`config.mk`:
```
export PLATFORM = sky130hd
export DESIGN_NAME = xfer_splitter
export DESIGN_NICKNAME = d
export VERILOG_FILES = /design/src/rtl/xfs_pkg.sv /design/src/rtl/xfs_size_pick.sv /design/src/rtl/xfs_advance.sv /design/src/rtl/xfer_splitter.sv
export SDC_FILE = /design/constraint.sdc
export NUM_CORES = 1
export LEC_CHECK = 0
export BUFFER_PORTS_ARGS = -buffer_cell sky130_fd_sc_hd__buf_4
export CORE_ASPECT_RATIO = 0.8
export CORE_MARGIN = 4
export CORE_UTILIZATION = 41
export CTS_CLUSTER_DIAMETER = 60
export DETAILED_ROUTE_END_ITERATION = 8
export PLACE_DENSITY = 0.65
export SLEW_MARGIN = 20
export SYNTH_ARGS = -nofsm -noshare
export SYNTH_HDL_FRONTEND = slang
export SYNTH_HIERARCHICAL = 1
export SYNTH_SLANG_ARGS = --single-unit
export TNS_END_PERCENT = 20
```
`constraint.sdc`:
```
create_clock -name clk -period 7.7 [get_ports clk]
set_input_delay 1.54 -clock clk [delete_from_list [all_inputs] [get_ports clk]]
set_output_delay 1.54 -clock clk [all_outputs]
set_load 0.01 [all_outputs]
```
`src/rtl/xfs_pkg.sv`:
```
package xfs_pkg;

    typedef enum logic [1:0] {
        SZ_BYTE = 2'd0,
        SZ_HALF = 2'd1,
        SZ_WORD = 2'd2
    } xfs_size_e;

    typedef enum logic [1:0] {
        ST_IDLE = 2'd0,
        ST_RUN  = 2'd1,
        ST_DONE = 2'd2
    } xfs_state_e;

    // byte count moved by one access of the given size
    function automatic logic [2:0] xfs_bytes(input logic [1:0] sz);
        case (sz)
            SZ_HALF: xfs_bytes = 3'd2;
            SZ_WORD: xfs_bytes = 3'd4;
            default: xfs_bytes = 3'd1;
        endcase
    endfunction

endpackage

```
`src/rtl/xfs_size_pick.sv`:
```
// Chooses the size of the next access from the low address bits and the
// remaining count. Odd position -> byte; position at 2 mod 4 -> halfword
// when two bytes remain; aligned -> word, then halfword/byte tail.
module xfs_size_pick
    import xfs_pkg::*;
#(
    parameter int LEN_W = 16
) (
    input  logic [1:0]       addr_lo,
    input  logic [LEN_W-1:0] len,
    output xfs_size_e        size
);
    localparam logic [LEN_W-1:0] TWO  = LEN_W'(2);
    localparam logic [LEN_W-1:0] FOUR = LEN_W'(4);

    logic two_left;
    logic four_left;

    always_comb begin
        two_left  = (len >= TWO);
        four_left = (len >= FOUR);
        if (addr_lo[0]) begin
            size = SZ_BYTE;                     // prologue byte
        end else if (addr_lo[1]) begin
            size = two_left ? SZ_HALF : SZ_BYTE; // prologue halfword
        end else if (four_left) begin
            size = SZ_WORD;                     // aligned body
        end else if (two_left) begin
            size = SZ_HALF;                     // epilogue halfword
        end else begin
            size = SZ_BYTE;                     // epilogue byte
        end
    end

endmodule

```
`src/rtl/xfs_advance.sv`:
```
// Moves the transfer cursor past one access.
module xfs_advance
    import xfs_pkg::*;
#(
    parameter int ADDR_W = 32,
    parameter int LEN_W  = 16
) (
    input  logic [ADDR_W-1:0] addr,
    input  logic [LEN_W-1:0]  len,
    input  xfs_size_e         size,
    output logic [ADDR_W-1:0] addr_nx,
    output logic [LEN_W-1:0]  len_nx,
    output logic              last
);
    logic [2:0] step;

    always_comb begin
        step    = xfs_bytes(size);
        addr_nx = addr + {{(ADDR_W-3){1'b0}}, step};
        len_nx  = len - {{(LEN_W-3){1'b0}}, step};
        last    = (len_nx == '0);
    end

endmodule

```
`src/rtl/xfer_splitter.sv`:
```
module xfer_splitter
    import xfs_pkg::*;
#(
    parameter int ADDR_W = 32,
    parameter int LEN_W  = 16
) (
    input  logic              clk,
    input  logic              rst_n,
    input  logic              req_valid,
    output logic              req_ready,
    input  logic [ADDR_W-1:0] req_addr,
    input  logic [LEN_W-1:0]  req_len,
    input  logic              req_dir,
    output logic              acc_valid,
    input  logic              acc_ready,
    output logic [1:0]        acc_size,
    output logic [ADDR_W-1:0] acc_addr,
    output logic [LEN_W-1:0]  acc_rem,
    output logic              acc_dir,
    output logic              done
);
    typedef struct packed {
        xfs_state_e        st;
        logic [ADDR_W-1:0] addr;
        logic [LEN_W-1:0]  len;
        logic              dir;
    } cursor_t;

    cursor_t cur_q, cur_d;

    xfs_size_e         pick_size;
    logic [ADDR_W-1:0] addr_step;
    logic [LEN_W-1:0]  len_step;
    logic              step_last;

    xfs_size_pick #(.LEN_W(LEN_W)) u_pick (
        .addr_lo (cur_q.addr[1:0]),
        .len     (cur_q.len),
        .size    (pick_size)
    );

    xfs_advance #(.ADDR_W(ADDR_W), .LEN_W(LEN_W)) u_adv (
        .addr    (cur_q.addr),
        .len     (cur_q.len),
        .size    (pick_size),
        .addr_nx (addr_step),
        .len_nx  (len_step),
        .last    (step_last)
    );

    always_comb begin
        cur_d = cur_q;
        case (cur_q.st)
            ST_IDLE: begin
                if (req_valid) begin
                    cur_d.addr = req_addr;
                    cur_d.len  = req_len;
                    cur_d.dir  = req_dir;
                    cur_d.st   = (req_len == '0) ? ST_DONE : ST_RUN;
                end
            end
            ST_RUN: begin
                if (acc_ready) begin
                    cur_d.addr = addr_step;
                    cur_d.len  = len_step;
                    if (step_last) begin
                        cur_d.st = ST_DONE;
                    end
                end
            end
            default: cur_d.st = ST_IDLE;
        endcase
    end

    always_ff @(posedge clk or negedge rst_n) begin
        if (!rst_n) begin
            cur_q <= '{st: ST_IDLE, addr: '0, len: '0, dir: 1'b0};
        end else begin
            cur_q <= cur_d;
        end
    end

    assign req_ready = (cur_q.st == ST_IDLE);
    assign acc_valid = (cur_q.st == ST_RUN);
    assign acc_size  = pick_size;
    assign acc_addr  = cur_q.addr;
    assign acc_rem   = cur_q.len;
    assign acc_dir   = cur_q.dir;
    assign done      = (cur_q.st == ST_DONE);

    // access held until handshake
    a_r8_hold_until_ready: assert property (@(posedge clk) disable iff (!rst_n)
        acc_valid && !acc_ready |=> acc_valid && $stable(acc_addr)
            && $stable(acc_size) && $stable(acc_rem) && $stable(acc_dir));

    // words only at word boundaries with four bytes left
    a_r5_word_aligned: assert property (@(posedge clk) disable iff (!rst_n)
        acc_valid && acc_size == SZ_WORD |-> acc_addr[1:0] == 2'b00
            && acc_rem >= LEN_W'(4));

    // an access never reaches past the buffer end
    a_r10_fits: assert property (@(posedge clk) disable iff (!rst_n)
        acc_valid |-> acc_rem >= LEN_W'(xfs_bytes(acc_size)) && acc_size != 2'd3);

    // cursor advances by the size of the accepted access
    a_r10_advance: assert property (@(posedge clk) disable iff (!rst_n)
        acc_valid && acc_ready && acc_rem > LEN_W'(xfs_bytes(acc_size))
        |=> acc_valid
            && acc_addr == $past(acc_addr) + ADDR_W'(xfs_bytes($past(acc_size)))
            && acc_rem == $past(acc_rem) - LEN_W'(xfs_bytes($past(acc_size))));

    // done is a single-cycle pulse followed by idle
    a_r9_done_pulse: assert property (@(posedge clk) disable iff (!rst_n)
        done |=> !done && req_ready);

    // final handshake leads to done
    a_r9_done_after_last: assert property (@(posedge clk) disable iff (!rst_n)
        acc_valid && acc_ready && acc_rem == LEN_W'(xfs_bytes(acc_size)) |=> done);

    // empty request finishes without an access
    a_r7_zero_len: assert property (@(posedge clk) disable iff (!rst_n)
        req_valid && req_ready && req_len == '0 |=> done && !acc_valid);

    // never ready while an access is outstanding
    a_r2_busy_not_ready: assert property (@(posedge clk) disable iff (!rst_n)
        acc_valid |-> !req_ready && !done);

endmodule

```
---- Yosys cells after proc, flatten, opt, wreduce, memory -nomap -nowiden ----
Index checks and enable logic that the tools add are counted.
word-level totals
  memory bits (read-only) ................. 0
  latch bits .............................. 0
  memories ................................ 0
  register bits ........................... 51
  input port bits ......................... 53
  bits in writable memories ............... 0
  output and inout bits ................... 54
  word-level logic and storage cells ...... 33
operators by class
  shifts and indexed selects .............. 0
  multiplexer cells ....................... 11
  equality and inequality tests ........... 7
  order comparisons ....................... 2
  multipliers ............................. 0
  reductions and logical operators ........ 7
  divide/modulo/power cells ............... 0
  bitwise operators ....................... 0
  add/subtract/negate cells ............... 2
operators by type and width
  cell                                                                                  number
  48-bit case mux with 2 select lines                                                   1
  51-bit two-way mux                                                                    1
  50-bit two-way mux                                                                    1
  32-bit by 3-bit adder with 32-bit output                                              1
  16-bit logical NOT                                                                    2
  16-bit by 2-bit greater-or-equal comparator with 1-bit output, second input constant  1
  16-bit by 3-bit greater-or-equal comparator with 1-bit output, second input constant  1
  16-bit by 3-bit subtractor with 16-bit output                                         1
  2-bit two-way mux                                                                     5
  3-bit case mux with 2 select lines                                                    1
  3-bit AND reduction                                                                   2
  2-bit by 1-bit == test with 1-bit output, second input constant                       2
  2-bit == test, second input constant                                                  2
  2-bit by 1-bit inequality test with 1-bit output, second input constant               2
  2-bit case mux with 2 select lines                                                    1
  2-bit logical NOT                                                                     1
  2-bit inequality test, second input constant                                          1
  2-bit AND reduction                                                                   1
  2-bit nonzero test                                                                    1
  1-bit two-way mux                                                                     1

---- Depth between registers and ports, before layout ----
  depth in word-level cells ............... 12
  gate-level depth with buffers ........... 16
  mapped depth without buffers ............ 16

---- Modules after synthesis ----
Netlist, hierarchy kept.
by module, submodules not included
  module         seq. area each (um^2)  times used  cells an instance  area each (um^2)
  xfer_splitter  1276.2                 1           334                3269.4
  xfs_advance    0.0                    1           168                1167.4
  xfs_size_pick  0.0                    1           9                  58.8

---- Worst setup path after synthesis ----
OpenSTA, ideal clock, no wires.
  path kind ............................... register to register
  start point ............................. register cur_q, in the netlist acc_rem[14]
  end point ............................... register cur_q, in the netlist acc_addr[14]
  data arrival time ....................... 3.569 ns
  cell stages (with the launch flop) ...... 17
  setup time .............................. 0.125 ns
  period minus slack after synthesis ...... 3.693 ns
  slack ................................... 4.007 ns
  data required time ...................... 7.575 ns
  buffers on the path ..................... 0
  path through ............................ dfrtp_1 -> nor4_1 -> and4_1 -> mux2i_1 -> inv_1 -> ha_1 -> ha_1 -> inv_1 -> fa_1 -> nor2b_1 -> o2111a_1 -> nor2b_1 -> nor2b_1 -> xnor2_1 -> nand3b_1 -> o21ai_0 -> mux2_2
on the way
  longest elaborated chain between the ends .. 10
  elaborated cells between the ends (all ways) .. 12
  classes of those cells .................. add/sub (1); order compare (2); eq/ne (2); mux (7)
ends and longest elaborated chain
  element                                                                    RTL line                                  RTL
  from (decl)                                                                xfer_splitter.sv:29                       cursor_t cur_q, cur_d;
  from (signal assigned)                                                     xfer_splitter.sv:77                       cur_q <= '{st: ST_IDLE, addr: '0, len: '0, dir: 1'b0};
  from (signal assigned)                                                     xfer_splitter.sv:79                       cur_q <= cur_d;
  16-bit by 2-bit greater-or-equal comparator with 1-bit output              xfs_size_pick.sv:20                       two_left = (len >= TWO);
  1-bit two-way mux                                                          xfs_size_pick.sv:25, xfs_size_pick.sv:28
  2-bit two-way mux                                                          xfs_size_pick.sv:26                       end else if (four_left) begin
  2-bit two-way mux *                                                        xfs_size_pick.sv:24                       end else if (addr_lo[1]) begin
  2-bit two-way mux *                                                        xfs_size_pick.sv:22                       if (addr_lo[0]) begin
  net acc_size[0]                                                            xfer_splitter.sv:16                       output logic [1:0] acc_size,
  2-bit == test or 2-bit by 1-bit == test with 1-bit output (tied branches)  xfs_pkg.sv:17                             case (sz)
  3-bit case mux with 2 select lines *                                       xfs_pkg.sv:17
  32-bit by 3-bit adder with 32-bit output *                                 xfs_advance.sv:19                         addr_nx = addr + {{(ADDR_W-3){1'b0}}, step};
  net addr_step[14]                                                          xfer_splitter.sv:32                       logic [ADDR_W-1:0] addr_step;
  50-bit two-way mux *                                                       xfer_splitter.sv:63                       if (acc_ready) begin
  48-bit case mux with 2 select lines *                                      xfer_splitter.sv:53                       case (cur_q.st)
The timed path passes the listed nets; every way through them passes the cells marked *. The select of a mux whose other input is x is not followed.
A chain may end at the register's enable or synchronous reset.

---- Worst setup path after layout ----
  start point ............................. register cur_q, in the netlist acc_rem[14]
  end point ............................... register cur_q, in the netlist acc_addr[14]
on the way
  longest elaborated chain between the ends .. 10
  elaborated cells between the ends (all ways) .. 12
  classes of those cells .................. add/sub (1); order compare (2); eq/ne (2); mux (7)
ends and longest elaborated chain
  element                                                                    RTL line
  16-bit by 2-bit greater-or-equal comparator with 1-bit output              xfs_size_pick.sv:20
  1-bit two-way mux                                                          xfs_size_pick.sv:25, xfs_size_pick.sv:28
  2-bit two-way mux                                                          xfs_size_pick.sv:26
  2-bit two-way mux *                                                        xfs_size_pick.sv:24
  2-bit two-way mux *                                                        xfs_size_pick.sv:22
  2-bit == test or 2-bit by 1-bit == test with 1-bit output (tied branches)  xfs_pkg.sv:17
  3-bit case mux with 2 select lines *                                       xfs_pkg.sv:17
  32-bit by 3-bit adder with 32-bit output *                                 xfs_advance.sv:19
  net addr_step[14]                                                          xfer_splitter.sv:32
  50-bit two-way mux *                                                       xfer_splitter.sv:63
  48-bit case mux with 2 select lines *                                      xfer_splitter.sv:53
Marks and branches as above.

==> flow_metrics.py <==
metrics = {
    "yosys": {
        "ys_ff_latch": 51,
        "ys_types": 49,
        "ys_warn_count": 6,
        "syn_nets": 574,
        "syn-cell-area_um2": 4500,
        "avgSynthCellArea_um2": 8.80,
        "ys_seq_area_share_pct": 28.4,
        "netlist_instances": 511,
    },
    "final_layout": {
        "antennaDiodeCount": 0,
        "multiInputGateArea_um2": 2670,
        "regArea_um2": 1280,
        "layout-drive-gt1-share_pct": 31.8,
        "finish.utilization_pct": 49.6,
        "final_nets": 616,
        "syn_to_final_growth_pct": 15.7,
        "fillers": 1020,
    },
    "global_routing": {
        "gr-total-overflow": 0,
        "use_met3_pct": 3.90,
        "met1_usage_pct": 27.5,
        "busiest_layer": "met2",
        "grt_pass1_vias": 3855,
        "grt_pass1_wl_um": 19900,
        "grtUsageTotal_pct": 19.1,
        "antenna_found_initial": 0,
        "grt_start_max_net_pins": 52,
        "use_met2_pct": 29.7,
    },
    "cts": {
        "clk_latency_ns": 0.30,
        "cts_tree": "yes",
        "clk_pin_slew_ns": 0.07,
        "cts_sinks": 51,
        "ctsHoldBuffers": 0,
        "htree_levels": 2,
        "root_buffer": "clkbuf_16",
        "cts_buffers": 5,
        "cts_resized": 0,
        "postCtsSetupBuffers": 0,
        "clock_path_buffers": 2,
    },
    "worst_setup_path": {
        "arrival_ns": 4.41,
        "critPathMaxStageDelay_ns": 0.47,
        "cp-end-kind": "flop",
        "path_common_cell": "nor2b_1",
        "path_delay_family": "simple AND/OR/NAND/NOR gates",
        "crit_end": "acc_addr[14]",
        "crit_type": "reg2reg",
        "path_buf_inv": 2,
        "reg2reg_slack_ns": 3.47,
        "setup.worst_path.start": "acc_rem[14]",
        "startpoint_type": "flop",
        "reg2regPathDepth": 16,
        "path_cells": "nor4_1 -> and4_1 -> mux2i_1 -> inv_1 -> ha_1 -> ha_1 -> inv_1 -> fa_1 -> nor2b_1 -> o2111a_1 -> nor2b_1 -> nor2b_1 -> xnor2_1 -> nand3b_1 -> o21ai_0 -> mux2_2",
        "cp_data_required_time_ns": 7.88,
        "r2r_start": "acc_rem[14]",
        "path_max_fanout": 7,
        "cp_slowest_cell": "dfrtp_1",
        "regToRegEndpoint": "acc_addr[14]",
        "cp.depth": 16,
    },
    "floorplan": {
        "ios": 107,
        "initial_utilization_pct": 42.9,
        "dieHeight_um": 102,
        "die-area_um2": 12700,
        "core_um2": 10500,
        "dieWidth_um": 125,
        "rows": 33,
    },
    "timing": {
        "max_freq_mhz": 237,
        "layout_setup_ws_ns": 3.47,
        "fin_skew_ns": 0.00509,
        "setup_viol": 0,
        "setup_tns_ns": 0,
        "maxSlewViolCount": 0,
        "tightest_slew_ns": 0.707,
        "hold_viol": 0,
        "rsz0062_at_grt": "no",
        "slew_headroom_pct": 52.9,
        "finalCriticalPeriod_ns": 4.23,
        "period_share_pct": 54.9,
    },
    "routing": {
        "wl_um": 12300,
        "remaining_drc_errors": 0,
        "first_iter_violations": 175,
        "wl_per_cell_um": 17.8,
        "ant_nets": 0,
        "vias": 3803,
        "drt-pass1-iter-count": 4,
        "via_per_inst": 5.48,
    },
    "pwr": {
        "comb_power_share_pct": 60.4,
        "internal-power_mw": 1.24,
        "irDropWorstVdd_mv": 0.239,
        "clkPwrFrac_pct": 13.5,
        "switching_share_pct": 43.1,
        "finalPower_mw": 2.19,
        "p_leak_nw": 2.38,
        "power.density_nw_per_um2": 420,
        "pwr-share-seq_pct": 26.1,
        "p_sw_mw": 0.943,
    },
    "worst_hold_path": {
        "worstHoldPathType": "reg2reg",
    },
    "place": {
        "place_congestion": 0.947,
        "dp.final_hpwl_um": 8710,
        "port_buffers": 106,
        "pre_cts_ws_ns": 3.51,
    },
    "job": {
        "maxCapViolCount": 0,
    },
    "outcome": {
        "status": "finished, final reports clean",
    },
}
## power groups by stage
stage	Clock, mW	Sequential [mW]	Combinational [mW]
2_1_floorplan	0	0.504	1.08
3_3_place_gp	0	0.566	1.29
6_report	0.296	0.571	1.32
3_5_place_dp	0	0.573	1.31
4_1_cts	0.303	0.568	1.32
5_1_grt	0.312	0.592	1.46
## synthesized netlist by cell type, drive strengths merged
| cell | n | area share [%] |
|---|---|---|
| a211o | 1 | 0.22 |
| a21o | 2 | 0.33 |
| a21oi | 2 | 0.22 |
| a32o | 1 | 0.22 |
| and2 | 1 | 0.14 |
| and2b | 2 | 0.36 |
| and3 | 7 | 0.97 |
| and4 | 2 | 0.39 |
| buf | 57 | 9.5 |
| clkbuf | 18 | 1.5 |
| dfrtp | 51 | 28 |
| fa | 2 | 0.89 |
| ha | 8 | 2.2 |
| inv | 16 | 1.3 |
| mux2 | 49 | 14 |
| mux2i | 2 | 0.45 |
| nand2 | 70 | 5.8 |
| nand2b | 3 | 0.42 |
| nand3 | 9 | 1.0 |
| nand3b | 50 | 8.3 |
| nand4 | 10 | 1.4 |
| nand4b | 4 | 0.78 |
| nand4bb | 1 | 0.25 |
| nor2 | 17 | 1.4 |
| nor2b | 5 | 0.70 |
| nor3 | 7 | 0.89 |
| nor3b | 1 | 0.17 |
| nor4 | 11 | 1.7 |
| nor4b | 1 | 0.19 |
| o2111a | 1 | 0.25 |
| o211a | 1 | 0.22 |
| o21a | 1 | 0.17 |
| o21ai | 51 | 5.7 |
| o31ai | 1 | 0.17 |
| o41ai | 2 | 0.81 |
| or2 | 1 | 0.14 |
| or3 | 2 | 0.28 |
| or4 | 2 | 0.50 |
| xnor2 | 28 | 5.5 |
| xor2 | 11 | 2.1 |
## worst register-to-register path, stage by stage (launching register included)
cell and delay, ns:
dfrtp_1 0.47, nor4_1 0.35, and4_1 0.32, mux2i_1 0.33
inv_1 0.08, ha_1 0.31, ha_1 0.17, inv_1 0.05
fa_1 0.39, nor2b_1 0.16, o2111a_1 0.35, nor2b_1 0.40
nor2b_1 0.22, xnor2_1 0.08, nand3b_1 0.07, o21ai_0 0.10
mux2_2 0.28
## registers in the layout (all words and copies together), names as in the netlist
register  cells
acc_addr     32
acc_dir       1
acc_rem      16
cur_q         2
## through the flow
stage / area (um2) / hold slack, ns / instances
finish: 5200 / 0.515 / 694
global placement: 5010 / 0.496 / 686
global route: 5200 / 0.542 / 694
floorplan: 4500 / 0.505 / 511
CTS: 5200 / 0.522 / 694
detailed placement: 5010 / 0.502 / 686
## final cells by class
class / instances / share of cell area (%)
Inverter: 16 / 1.15
Clock buffer: 5 / 2.41
Tap cell: 140 / 3.37
Timing Repair Buffer: 110 / 15.9
Sequential cell: 51 / 24.5
Multi-Input combinational cell: 369 / 51.4
Clock inverter: 3 / 1.30
## routing by layer
metal	part of all wire [%]	vias to the layer above
met5	0	-
met2	44	134
met3	5.9	10
met4	0.98	0
li1	-	1815
met1	49	1844
## placed cells by master, fill, tap and decap left out, types with 16 or more instances in the layout
cell      synthesis  final
dfrtp_1          51     51
xnor2_1          28     28
nor2_1           17     16
mux2_2           29     29
buf_4            49    110
mux2_4           20     20
nand3b_1         50     50
o21ai_0          50     50
inv_1            16     16
nand2_1          70     70
## cell families after synthesis
logic type	after synthesis	share of synthesized area [%]
XOR/XNOR	39	7.60
adder cells (fa/ha/maj)	10	3.12
AND/OR/NAND/NOR	206	25.9
AO/OA/AOI/OAI	63	8.29
flip-flops	51	28.4
buffers and inverters	91	12.4
multiplexers	51	14.4
## worst min-delay path by stage
| stage | end | start | depth (start not counted) |
|---|---|---|---|
| 2_1_floorplan | acc_addr[29] | acc_addr[29] | 1 |
| 3_3_place_gp | acc_dir | acc_dir | 1 |
| 3_5_place_dp | acc_dir | acc_dir | 1 |
| 4_1_cts | acc_dir | acc_dir | 1 |
| 5_1_grt | acc_dir | acc_dir | 1 |
| 6_report | acc_dir | acc_dir | 1 |
(Power assumes the default switching activity.)
